<file path="src/rtl/synth_cfg_pkg.sv">
package synth_cfg_pkg;
    localparam int WORD_W = 22;
    localparam int ADDR_W = 4;
    localparam int DATA_W = WORD_W - ADDR_W;

    localparam logic [ADDR_W-1:0] AD_MAIN  = 4'd0;
    localparam logic [ADDR_W-1:0] AD_GAIN  = 4'd1;
    localparam logic [ADDR_W-1:0] AD_PWR   = 4'd2;
    localparam logic [ADDR_W-1:0] AD_N_BASE = 4'd3;
    localparam logic [ADDR_W-1:0] AD_R_BASE = 4'd6;
    localparam logic [ADDR_W-1:0] AD_LAST  = 4'd8;
    localparam int NUM_LOOPS = 3;  // index 0 RF1, 1 RF2, 2 IF

    typedef enum logic [1:0] {
        RX_IDLE   = 2'd0,
        RX_SHIFT  = 2'd1,
        RX_COMMIT = 2'd2
    } rx_state_t;

    typedef enum logic {
        SEL_RF1 = 1'b0,
        SEL_RF2 = 1'b1
    } rf_sel_t;

    typedef struct packed {
        logic [1:0] aux_sel;
        logic [1:0] if_div;
        logic       xin_half;
        logic       low_pwr;
        logic       auto_pd;
    } main_cfg_t;

    typedef struct packed {
        logic [1:0] kp_rf1;
        logic [1:0] kp_rf2;
        logic [1:0] kp_if;
    } gain_cfg_t;
endpackage

</file>
<file path="src/rtl/synth_serial_rx.sv">
module synth_serial_rx
    import synth_cfg_pkg::*;
#(
    parameter int FRAME_W = WORD_W
) (
    input  logic               clk,
    input  logic               rst_n,
    input  logic               sclk,
    input  logic               sdata,
    input  logic               sen,
    output logic               word_valid,
    output logic [FRAME_W-1:0] word
);
    localparam int CNT_W = $clog2(FRAME_W + 2);
    localparam logic [CNT_W-1:0] CNT_FULL = CNT_W'(FRAME_W);
    localparam logic [CNT_W-1:0] CNT_OVER = CNT_W'(FRAME_W + 1);

    logic [2:0] sclk_q;
    logic [2:0] sen_q;
    logic [1:0] sdata_q;
    logic       sclk_rise;
    logic       sen_fall;
    logic       sen_rise;

    rx_state_t          state, state_nx;
    logic [CNT_W-1:0]   bit_cnt;
    logic [FRAME_W-1:0] shreg;

    // Three-stage samplers; the oldest two stages give the edges.
    always_ff @(posedge clk or negedge rst_n) begin
        if (!rst_n) begin
            sclk_q  <= '0;
            sen_q   <= '1;
            sdata_q <= '0;
        end else begin
            sclk_q  <= {sclk_q[1:0], sclk};
            sen_q   <= {sen_q[1:0], sen};
            sdata_q <= {sdata_q[0], sdata};
        end
    end

    assign sclk_rise = sclk_q[1] & ~sclk_q[2];
    assign sen_fall  = ~sen_q[1] & sen_q[2];
    assign sen_rise  = sen_q[1] & ~sen_q[2];

    always_ff @(posedge clk or negedge rst_n) begin
        if (!rst_n) state <= RX_IDLE;
        else        state <= state_nx;
    end

    always_comb begin
        state_nx = state;
        unique case (state)
            RX_IDLE:   if (sen_fall) state_nx = RX_SHIFT;
            RX_SHIFT:  if (sen_rise) state_nx = (bit_cnt == CNT_FULL) ? RX_COMMIT : RX_IDLE;
            RX_COMMIT: state_nx = RX_IDLE;
            default:   state_nx = RX_IDLE;
        endcase
    end

    always_ff @(posedge clk or negedge rst_n) begin
        if (!rst_n) begin
            bit_cnt <= '0;
            shreg   <= '0;
        end else if (state == RX_IDLE && sen_fall) begin
            bit_cnt <= '0;
        end else if (state == RX_SHIFT && sclk_rise && !sen_rise) begin
            shreg <= {shreg[FRAME_W-2:0], sdata_q[1]};
            if (bit_cnt != CNT_OVER) bit_cnt <= bit_cnt + 1'b1;
        end
    end

    always_comb begin
        word_valid = (state == RX_COMMIT);
        word       = shreg;
    end
endmodule

</file>
<file path="src/rtl/synth_cfg_bank.sv">
module synth_cfg_bank
    import synth_cfg_pkg::*;
#(
    parameter int N_W = 18,
    parameter int R_W = 13
) (
    input  logic              clk,
    input  logic              rst_n,
    input  logic              wr_en,
    input  logic [ADDR_W-1:0] wr_addr,
    input  logic [DATA_W-1:0] wr_data,
    output main_cfg_t         main_cfg,
    output gain_cfg_t         gain_cfg,
    output logic              pd_if,
    output logic              pd_rf,
    output logic [N_W-1:0]    n_val [NUM_LOOPS],
    output logic [R_W-1:0]    r_val [NUM_LOOPS],
    output rf_sel_t           rf_sel
);
    always_ff @(posedge clk or negedge rst_n) begin
        if (!rst_n) begin
            main_cfg <= '0;
            gain_cfg <= '0;
            pd_if    <= 1'b0;
            pd_rf    <= 1'b0;
            rf_sel   <= SEL_RF1;
        end else if (wr_en) begin
            if (wr_addr == AD_MAIN) begin
                main_cfg.aux_sel  <= wr_data[13:12];
                main_cfg.if_div   <= wr_data[11:10];
                main_cfg.xin_half <= wr_data[6];
                main_cfg.low_pwr  <= wr_data[5];
                main_cfg.auto_pd  <= wr_data[3];
            end
            if (wr_addr == AD_GAIN) begin
                gain_cfg.kp_if  <= wr_data[1:0];
                gain_cfg.kp_rf2 <= wr_data[3:2];
                gain_cfg.kp_rf1 <= wr_data[5:4];
            end
            if (wr_addr == AD_PWR) begin
                pd_if <= wr_data[1];
                pd_rf <= wr_data[0];
            end
            if (wr_addr == AD_N_BASE)        rf_sel <= SEL_RF1;
            if (wr_addr == AD_N_BASE + 4'd1) rf_sel <= SEL_RF2;
        end
    end

    for (genvar g = 0; g < NUM_LOOPS; g++) begin : g_loop
        always_ff @(posedge clk or negedge rst_n) begin
            if (!rst_n) begin
                n_val[g] <= '0;
                r_val[g] <= '0;
            end else if (wr_en) begin
                if (wr_addr == AD_N_BASE + ADDR_W'(g)) n_val[g] <= wr_data[N_W-1:0];
                if (wr_addr == AD_R_BASE + ADDR_W'(g)) r_val[g] <= wr_data[R_W-1:0];
            end
        end
    end
endmodule

</file>
<file path="src/rtl/synth_pwr_ctl.sv">
module synth_pwr_ctl (
    input  logic pwdn_pin,
    input  logic pd_if,
    input  logic pd_rf,
    output logic if_en,
    output logic rf_en,
    output logic ref_en
);
    always_comb begin
        if_en  = pwdn_pin & pd_if;
        rf_en  = pwdn_pin & pd_rf;
        ref_en = pwdn_pin & (pd_if | pd_rf);
    end
endmodule

</file>
<file path="src/rtl/synth_cfg_regfile.sv">
module synth_cfg_regfile
    import synth_cfg_pkg::*;
#(
    parameter int N_W = 18,
    parameter int R_W = 13
) (
    input  logic           clk,
    input  logic           rst_n,
    input  logic           sclk,
    input  logic           sdata,
    input  logic           sen,
    input  logic           pwdn_pin,
    output logic [1:0]     aux_sel,
    output logic [1:0]     if_div,
    output logic           xin_half,
    output logic           low_pwr,
    output logic           auto_pd,
    output logic [1:0]     kp_if,
    output logic [1:0]     kp_rf2,
    output logic [1:0]     kp_rf1,
    output logic [N_W-1:0] rf1_n,
    output logic [N_W-1:0] rf2_n,
    output logic [N_W-1:0] if_n,
    output logic [R_W-1:0] rf1_r,
    output logic [R_W-1:0] rf2_r,
    output logic [R_W-1:0] if_r,
    output logic           if_en,
    output logic           rf_en,
    output logic           ref_en,
    output logic           rf_sel
);
    logic              rx_valid;
    logic [WORD_W-1:0] rx_word;
    main_cfg_t         main_cfg;
    gain_cfg_t         gain_cfg;
    logic              pd_if, pd_rf;
    logic [N_W-1:0]    n_val [NUM_LOOPS];
    logic [R_W-1:0]    r_val [NUM_LOOPS];
    rf_sel_t           sel_q;

    synth_serial_rx #(.FRAME_W(WORD_W)) u_rx (
        .clk(clk), .rst_n(rst_n), .sclk(sclk), .sdata(sdata), .sen(sen),
        .word_valid(rx_valid), .word(rx_word)
    );

    synth_cfg_bank #(.N_W(N_W), .R_W(R_W)) u_bank (
        .clk(clk), .rst_n(rst_n), .wr_en(rx_valid),
        .wr_addr(rx_word[ADDR_W-1:0]), .wr_data(rx_word[WORD_W-1:ADDR_W]),
        .main_cfg(main_cfg), .gain_cfg(gain_cfg), .pd_if(pd_if), .pd_rf(pd_rf),
        .n_val(n_val), .r_val(r_val), .rf_sel(sel_q)
    );

    synth_pwr_ctl u_pwr (
        .pwdn_pin(pwdn_pin), .pd_if(pd_if), .pd_rf(pd_rf),
        .if_en(if_en), .rf_en(rf_en), .ref_en(ref_en)
    );

    assign aux_sel  = main_cfg.aux_sel;
    assign if_div   = main_cfg.if_div;
    assign xin_half = main_cfg.xin_half;
    assign low_pwr  = main_cfg.low_pwr;
    assign auto_pd  = main_cfg.auto_pd;
    assign kp_if    = gain_cfg.kp_if;
    assign kp_rf2   = gain_cfg.kp_rf2;
    assign kp_rf1   = gain_cfg.kp_rf1;
    assign rf1_n    = n_val[0];
    assign rf2_n    = n_val[1];
    assign if_n     = n_val[2];
    assign rf1_r    = r_val[0];
    assign rf2_r    = r_val[1];
    assign if_r     = r_val[2];
    assign rf_sel   = sel_q;
endmodule

</file>
<file path="config.mk">
export PLATFORM = sky130hd
export DESIGN_NAME = synth_cfg_regfile
export DESIGN_NICKNAME = d
export VERILOG_FILES = /design/src/rtl/synth_cfg_pkg.sv /design/src/rtl/synth_serial_rx.sv /design/src/rtl/synth_cfg_bank.sv /design/src/rtl/synth_pwr_ctl.sv /design/src/rtl/synth_cfg_regfile.sv
export SDC_FILE = /design/constraint.sdc
export NUM_CORES = 1
export LEC_CHECK = 0
export ABC_AREA = 0
export BUFFER_PORTS_ARGS = -buffer_cell sky130_fd_sc_hd__buf_2
export CAP_MARGIN = 5
export CORE_UTILIZATION = 55
export CTS_CLUSTER_SIZE = 8
export DETAILED_ROUTE_END_ITERATION = 7
export PLACE_DENSITY_LB_ADDON = 0.25
export SYNTH_ARGS = -nofsm -noshare
export SYNTH_HDL_FRONTEND = slang
export SYNTH_SLANG_ARGS = --single-unit
</file>
<file path="constraint.sdc">
create_clock -name clk -period 2.5 [get_ports clk]
set_input_delay 0.125 -clock clk [delete_from_list [all_inputs] [get_ports clk]]
set_output_delay 0.125 -clock clk [all_outputs]
set_load 0.02 [all_outputs]
</file>
==> implementation parameters, run 1 <==
Parameter                              Value

Die
  Floorplan die width ... 104 um
  Overall die area ... 0.0107 mm^2
  Number of top-level pins ... 116
  Height of the die ... 104 um
  Initial core utilization ... 57.5%
  Count of standard-cell rows ... 36
  CORE AREA ... 0.00986 mm^2

STA
  Slew Limit Headroom ... 52.6%
  Minimum hold slack ... 144 ps
  Max Clk Rate ... 544 MHz
  Setup repair after global routing missed its margin ... no
  Final TNS setup ... 0 ps
  Setup-failing EPs final ... 0
  Final critical path time including I/O delays and setup ... 1840 ps
  Transition time at the pin with the least slew margin ... 709 ps
  Final Cycle Share ... 73.6%
  Fin. max-slew vios ... 0
  Hold Violations, Final ... 0
  Worst Clk Skew ... 7.86 ps

Worst setup path
  Crit path buf inv count ... 0
  Max stage delay cell, worst path ... nand2_1
  Cell type group with the largest total delay on the critical path ... simple AND/OR/NAND/NOR gates
  Crit path cell chain ... and2b_1 -> nand2_1 -> mux2_2
  Crit-path max cell delay ... 550 ps
  Start-to-end type of the worst setup path ... reg -> reg
  Arr. time, crit path ... 2240 ps
  Largest driver fanout on the critical path ... 13
  Required @ worst endpoint ... 2900 ps
  Crit start category ... register
  Kind of end point of the critical path ... register

Cells and area
  Final #Nets ... 480
  Commonest non-fill, non-tap cell in the layout ... dfrtp_1
  Fraction of layout cells with a size suffix above 1 ... 60.7%
  Antenna diodes ... 0
  Post-synthesis to final-layout area growth ... 24.2%
  Commonest cells after routing, fill and taps aside ... dfrtp_1, buf_2, mux2_2

Synth
  Count of state elements after synthesis ... 146
  Post-Synthesis Cells ... 342
  Seq/Total Area, Yosys ... 64.5%
  Mapped Area ... 0.00567 mm^2
  Average size of a mapped cell ... 16.6 um^2
  Count of unique library cells instantiated by Yosys ... 36
  Synthesized netlist net count ... 350
  Number of synthesis warnings ... 0

Clocking
  Worst-skew pair later-pin latency ... 520 ps
  CTS sink count ... 146
  Buffer cell driving the clock tree root ... clkbuf_8
  Number of cells upsized or downsized after cts ... 0
  H-tree levels ... 4
  CTS tree ... done
  Clock input transition at the sequential cells of the worst setup and hold paths ... 60 ps
  Number of setup buffers added after CTS ... 0
  Cts-stage hold buffer count ... 4
  Clock buffers created by TritonCTS ... 17
  Worst-case clock buffer depth ... 2

Detailed routing
  Vias after detailed routing ... 3280
  Routed wire length per instance ... 18.5 um
  Number of vias per cell ... 5.32
  Total Wirelength ... 11400 um
  Number of DRC violations after detailed-routing iteration 0 ... 100
  Remaining antenna violation count after routing ... 0
  First-pass iteration count of the detailed router ... 4
  DR DRC count ... 0

Placed design
  Port Buffer Count ... 115
  Routability Congestion ... 0.752
  Post-DP HPWL ... 7270 um

Global routing
  Via count of the first global-routing pass ... 3486
  Number of antenna violations at the first check in global routing ... 0
  Global Route met1 Usage ... 30.0%
  Maximum number of pins on one net before global-route repair ... 72
  Met2 Resource Use GR ... 35.7%
  Gr usage total ... 23.2%
  Global-route wire length before repair ... 18700 um
  Grt total ovfl ... 0
  GR Util met3 ... 7.30%
  Most heavily used metal layer in global routing ... met2

Power and ir drop
  Maximum vdd ir drop ... 0.485 mV
  Power Density ... 770 mW/mm^2
  Leakage power summed over all cells ... 4.01 nW

Job
  MaxCap Viol Count ... 0

Outcome
  Result of the run ... finished clean

Worst hold path
  Tightest Hold Check Type ... in -> async
==> cell families after synthesis <==
family          Yosys count  share of synthesized area, %
flops                   146                          64.5
mux                     135                          28.0
simple gates             38                          4.90
buf+inv                  17                          1.68
compound gates            4                         0.486
fa+ha+maj                 2                         0.441
==> state kept, by name, summed over array words and instances, names as in the netlist <==
name             flops
u_bank.gain_cfg      6
u_bank.main_cfg      7
u_bank.n_val        54
u_bank.pd_if         1
u_bank.pd_rf         1
u_bank.r_val        39
u_bank.rf_sel        1
u_rx.bit_cnt         5
u_rx.sclk_q          3
u_rx.sdata_q         2
u_rx.sen_q           3
u_rx.state           2
u_rx.word           22
==> cells in the mapped netlist <==
master / n / area share [%]
and4bb_2: 3 / 0.66
nand2b_1: 3 / 0.33
nand3b_1: 2 / 0.26
clkbuf_1: 1 / 0.066
nor3_1: 1 / 0.088
or2_2: 1 / 0.11
nand3b_4: 1 / 0.35
inv_1: 3 / 0.20
nand3_1: 2 / 0.18
and2_1: 2 / 0.22
buf_2: 4 / 0.35
nand2_1: 9 / 0.60
buf_6: 2 / 0.40
dfstp_2: 3 / 1.4
dfrtp_1: 143 / 63
nor2b_1: 1 / 0.11
a21o_1: 1 / 0.13
mux2_2: 111 / 22
and2b_1: 1 / 0.13
a21oi_1: 1 / 0.088
and3_1: 2 / 0.22
or4b_2: 1 / 0.18
nor3b_2: 1 / 0.22
nand2_2: 2 / 0.22
nand4b_1: 1 / 0.15
nor4b_4: 1 / 0.42
nor2_1: 2 / 0.13
ha_1: 2 / 0.44
nand4_1: 1 / 0.11
mux2_4: 19 / 5.0
buf_1: 4 / 0.26
nand2_4: 1 / 0.20
a21boi_0: 1 / 0.13
o211ai_1: 1 / 0.13
mux2i_1: 5 / 0.88
buf_4: 3 / 0.40
==> worst paths after layout <==
| kind | start | cells past startpoint | endpoint | slack, ps |
|---|---|---|---|---|
| max reg2reg | u_rx.word[3] | 3 | u_bank.r_val[32] | 660 |
| max | u_rx.word[3] | 3 | u_bank.r_val[32] | 660 |
| min reg2reg | u_rx.sen_q[0] | 0 | u_rx.sen_q[1] | 350 |
| min | rst_n | 2 | u_bank.n_val[15] | 140 |
| max in group asynchronous | rst_n | 3 | u_bank.n_val[6] | 1620 |
| min in group clk | sclk | 2 | u_rx.sclk_q[0] | 240 |
==> routing by layer <==
layer | part of all wire, % | vias up
li1 | - | 1476
met1 | 45 | 1688
met2 | 48 | 99
met3 | 5.2 | 17
met4 | 1.4 | 0
met5 | 0 | -
==> stage by stage <==
stage          utilization (%)  cell area [um^2]  cells  setup WS [ps]  total power, mW
5_1_grt                   71.3              7040    617            604             5.60
3_5_place_dp              64.8              6390    582            681             2.87
6_report                  71.3              7040    617            661             5.42
4_1_cts                   71.3              7040    617            651             5.46
3_3_place_gp              64.8              6390    582            706             2.85
2_1_floorplan                -              5670    342            891             2.75
==> cell type report <==
class	instances	area (um^2)
Sequential cell	146	3660
Clock inverter	10	158
Inverter	3	11.3
Fill cell	661	2830
Clock buffer	21	449
Tap cell	133	166
Timing Repair Buffer	125	679
Multi-Input combinational cell	179	1920
==> worst reg2reg max path: stages, from the launching register on <==
cell     delay, ps
dfrtp_1        480
and2b_1        280
nand2_1        550
mux2_2         410
==> power by group <==
part / leakage, nW / switching, mW / internal (mW)
Combinational: 1.72 / 0.119 / 0.112
Clock: 0.290 / 0.926 / 1.66
Sequential: 2.00 / 0.156 / 2.45
(Power assumes the default switching activity.)
==> run 2, diff against run 1 <==
- CORE_UTILIZATION: 55 -> 54
- clock period: 2.5 -> 1.8 ns (I/O delays scaled with it)
==> run 2 against run 1 <==
Against the previous run:
- global-route usage up 0.078 points
- combinational power up 59%
- via count up 1.6%
- routed wire length up 2.4%
- die area up 1.8%
- critical path depth up 1
- flip-flop and latch count unchanged
- largest power group is now the clock network
- clock skew up 2.1 ps
==> implementation parameters, run 2 (synthesized netlist as in run 1, its figures left out) <==
Parameter                              Value

Outcome
  Result of the run ... finished clean

Worst setup path
  Start-to-end type of the worst setup path ... reg -> reg
  Max stage delay cell, worst path ... dfrtp_1
  Worst R2R End ... u_bank.r_val[23]
  Crit path buf inv count ... 1
  Startpoint of the worst register-to-register path ... u_rx.state[0]
  Required @ worst endpoint ... 2200 ps
  Logic depth of the worst path, buffers included ... 4
  Crit path cell chain ... nand4b_1 -> nor3b_2 -> buf_12 -> mux2_2
  Arr. time, crit path ... 2070 ps
  Crit-path max cell delay ... 460 ps
  R2R cell count ... 4
  Flop2flop setup slack ... 120 ps
  Largest driver fanout on the critical path ... 13
  Cell type group with the largest total delay on the critical path ... simple AND/OR/NAND/NOR gates
  Kind of end point of the critical path ... register
  Crit start category ... register

Power and ir drop
  Internal cell power ... 6.01 mW
  Share of power burned in combinational logic ... 4.7%
  Switching part of the total ... 22.5%
  Psw ... 1.74 mW
  Leakage power summed over all cells ... 4.08 nW
  Power Density ... 1080 mW/mm^2
  Part of the total power dissipated in the clock network ... 48.9%
  Part of the power in registers ... 46.3%
  Maximum vdd ir drop ... 0.652 mV

Global routing
  Grt total ovfl ... 0
  Global-route wire length before repair ... 18900 um
  Maximum number of pins on one net before global-route repair ... 58
  Via count of the first global-routing pass ... 3456
  Gr usage total ... 23.2%
  Number of antenna violations at the first check in global routing ... 0

Cells and area
  Commonest cells after routing, fill and taps aside ... dfrtp_1, buf_2, mux2_2
  Fraction of layout cells with a size suffix above 1 ... 61.5%
  Commonest non-fill, non-tap cell in the layout ... dfrtp_1
  Final cell count without fillers ... 630
  Final #Nets ... 489
  Final Util ... 70.2%
  Flip-flop count of the largest register, all copies and words added ... 54
  Antenna diodes ... 0
  Reg with most FFs ... u_bank.n_val
  Post-synthesis to final-layout area growth ... 26.6%

Die
  Count of standard-cell rows ... 37
  Overall die area ... 0.0109 mm^2
  Initial core utilization ... 55.4%
  Number of top-level pins ... 116
  Floorplan die width ... 104 um
  CORE AREA ... 0.0102 mm^2
  Height of the die ... 104 um

STA
  Worst Clk Skew ... 9.96 ps
  Minimum hold slack ... 104 ps
  Worst-case setup margin in the final layout ... 123 ps
  Slew Limit Headroom ... 64.7%
  Final TNS setup ... 0 ps
  Setup repair after global routing missed its margin ... no
  Max Clk Rate ... 596 MHz
  Final critical path time including I/O delays and setup ... 1680 ps
  Fin. max-slew vios ... 0
  Setup-failing EPs final ... 0
  Final Cycle Share ... 93.2%
  Transition time at the pin with the least slew margin ... 529 ps
  Hold Violations, Final ... 0

Placed design
  Placement-stage worst setup slack ... 11.1 ps
  Post-DP HPWL ... 7470 um
  Instance count after placement with tap cells included ... 593
  Port Buffer Count ... 115
  Routability Congestion ... 0.783

Detailed routing
  First-pass iteration count of the detailed router ... 4
  Routed wire length per instance ... 18.6 um
  Number of vias per cell ... 5.29
  DR DRC count ... 0
  Number of DRC violations after detailed-routing iteration 0 ... 90
  Vias after detailed routing ... 3333
  Remaining antenna violation count after routing ... 0
  Total Wirelength ... 11700 um

Clocking
  CTS tree ... done
  Clock input transition at the sequential cells of the worst setup and hold paths ... 60 ps
  Buffer cell driving the clock tree root ... clkbuf_8
  CTS sink count ... 146
  Clock buffers created by TritonCTS ... 17
  Number of cells upsized or downsized after cts ... 0
  Worst-case clock buffer depth ... 2
  H-tree levels ... 4
  Worst-skew pair later-pin latency ... 520 ps

Worst hold path
  Tightest Hold Check Type ... in -> async

Job
  MaxCap Viol Count ... 0
==> run 2: area by class of cell <==
class	count	area, um^2
clock buffers	20	435
clock inverters	12	204
flip-flops and latches	146	3660
multi-input cells	179	1920
well taps	136	170
fillers	712	3050
repair buffers	134	785
inverters	3	11.3
==> run 2: worst register-to-register path, stage by stage (launching register included) <==
cell and delay [ps]:
dfrtp_1 460, nand4b_1 270, nor3b_2 300, buf_12 190, mux2_2 340
==> run 2: timing repair <==
action                                 4_1_cts  5_1_grt
setup buffers                                0        1
cloned                                       0        0
endpoints found under the hold margin      143        0
pin swaps                                    1        1
hold buffers                                 4        0
setup endpoints to repair                    3       31
==> run 2: metal layers <==
layer | part of all wire [%] | track usage, % | wire length, um | vias up
met3 | 5.7 | 7.89 | 661 | 10
met4 | 0.84 | 7.65 | 98 | 0
met5 | 0 | 0 | 0 | -
li1 | - | - | - | 1494
met2 | 50 | 36.5 | 5810 | 99
met1 | 44 | 30.5 | 5120 | 1730
==> run 2: power groups by stage <==
stage / clock, mW / combinational (mW) / sequential (mW)
final: 3.79 / 0.367 / 3.59
after detailed placement: 0 / 0.368 / 3.64
after floorplan: 0 / 0.262 / 3.56
after global routing: 4.00 / 0.413 / 3.62
after global placement: 0 / 0.353 / 3.63
after CTS: 3.85 / 0.378 / 3.59
==> run 2: how the worst max path moves through the flow <==
stage / from / end / slack [ps]
6_report: u_rx.state[0] / u_bank.r_val[23] / 120
5_1_grt: u_rx.state[0] / u_bank.r_val[15] / 30
4_1_cts: u_rx.state[0] / u_bank.r_val[10] / 20
3_5_place_dp: u_rx.state[0] / u_bank.r_val[11] / 10
3_3_place_gp: u_rx.state[0] / u_bank.r_val[7] / 90
2_1_floorplan: u_rx.state[0] / u_bank.n_val[26] / 190
==> run 2: per-stage QoR <==
step | instance area, um^2 | power [mW]
after global routing | 7180 | 8.03
final | 7180 | 7.75
after floorplan | 5670 | 3.82
after global placement | 6490 | 3.98
after CTS | 7170 | 7.81
after detailed placement | 6490 | 4.01
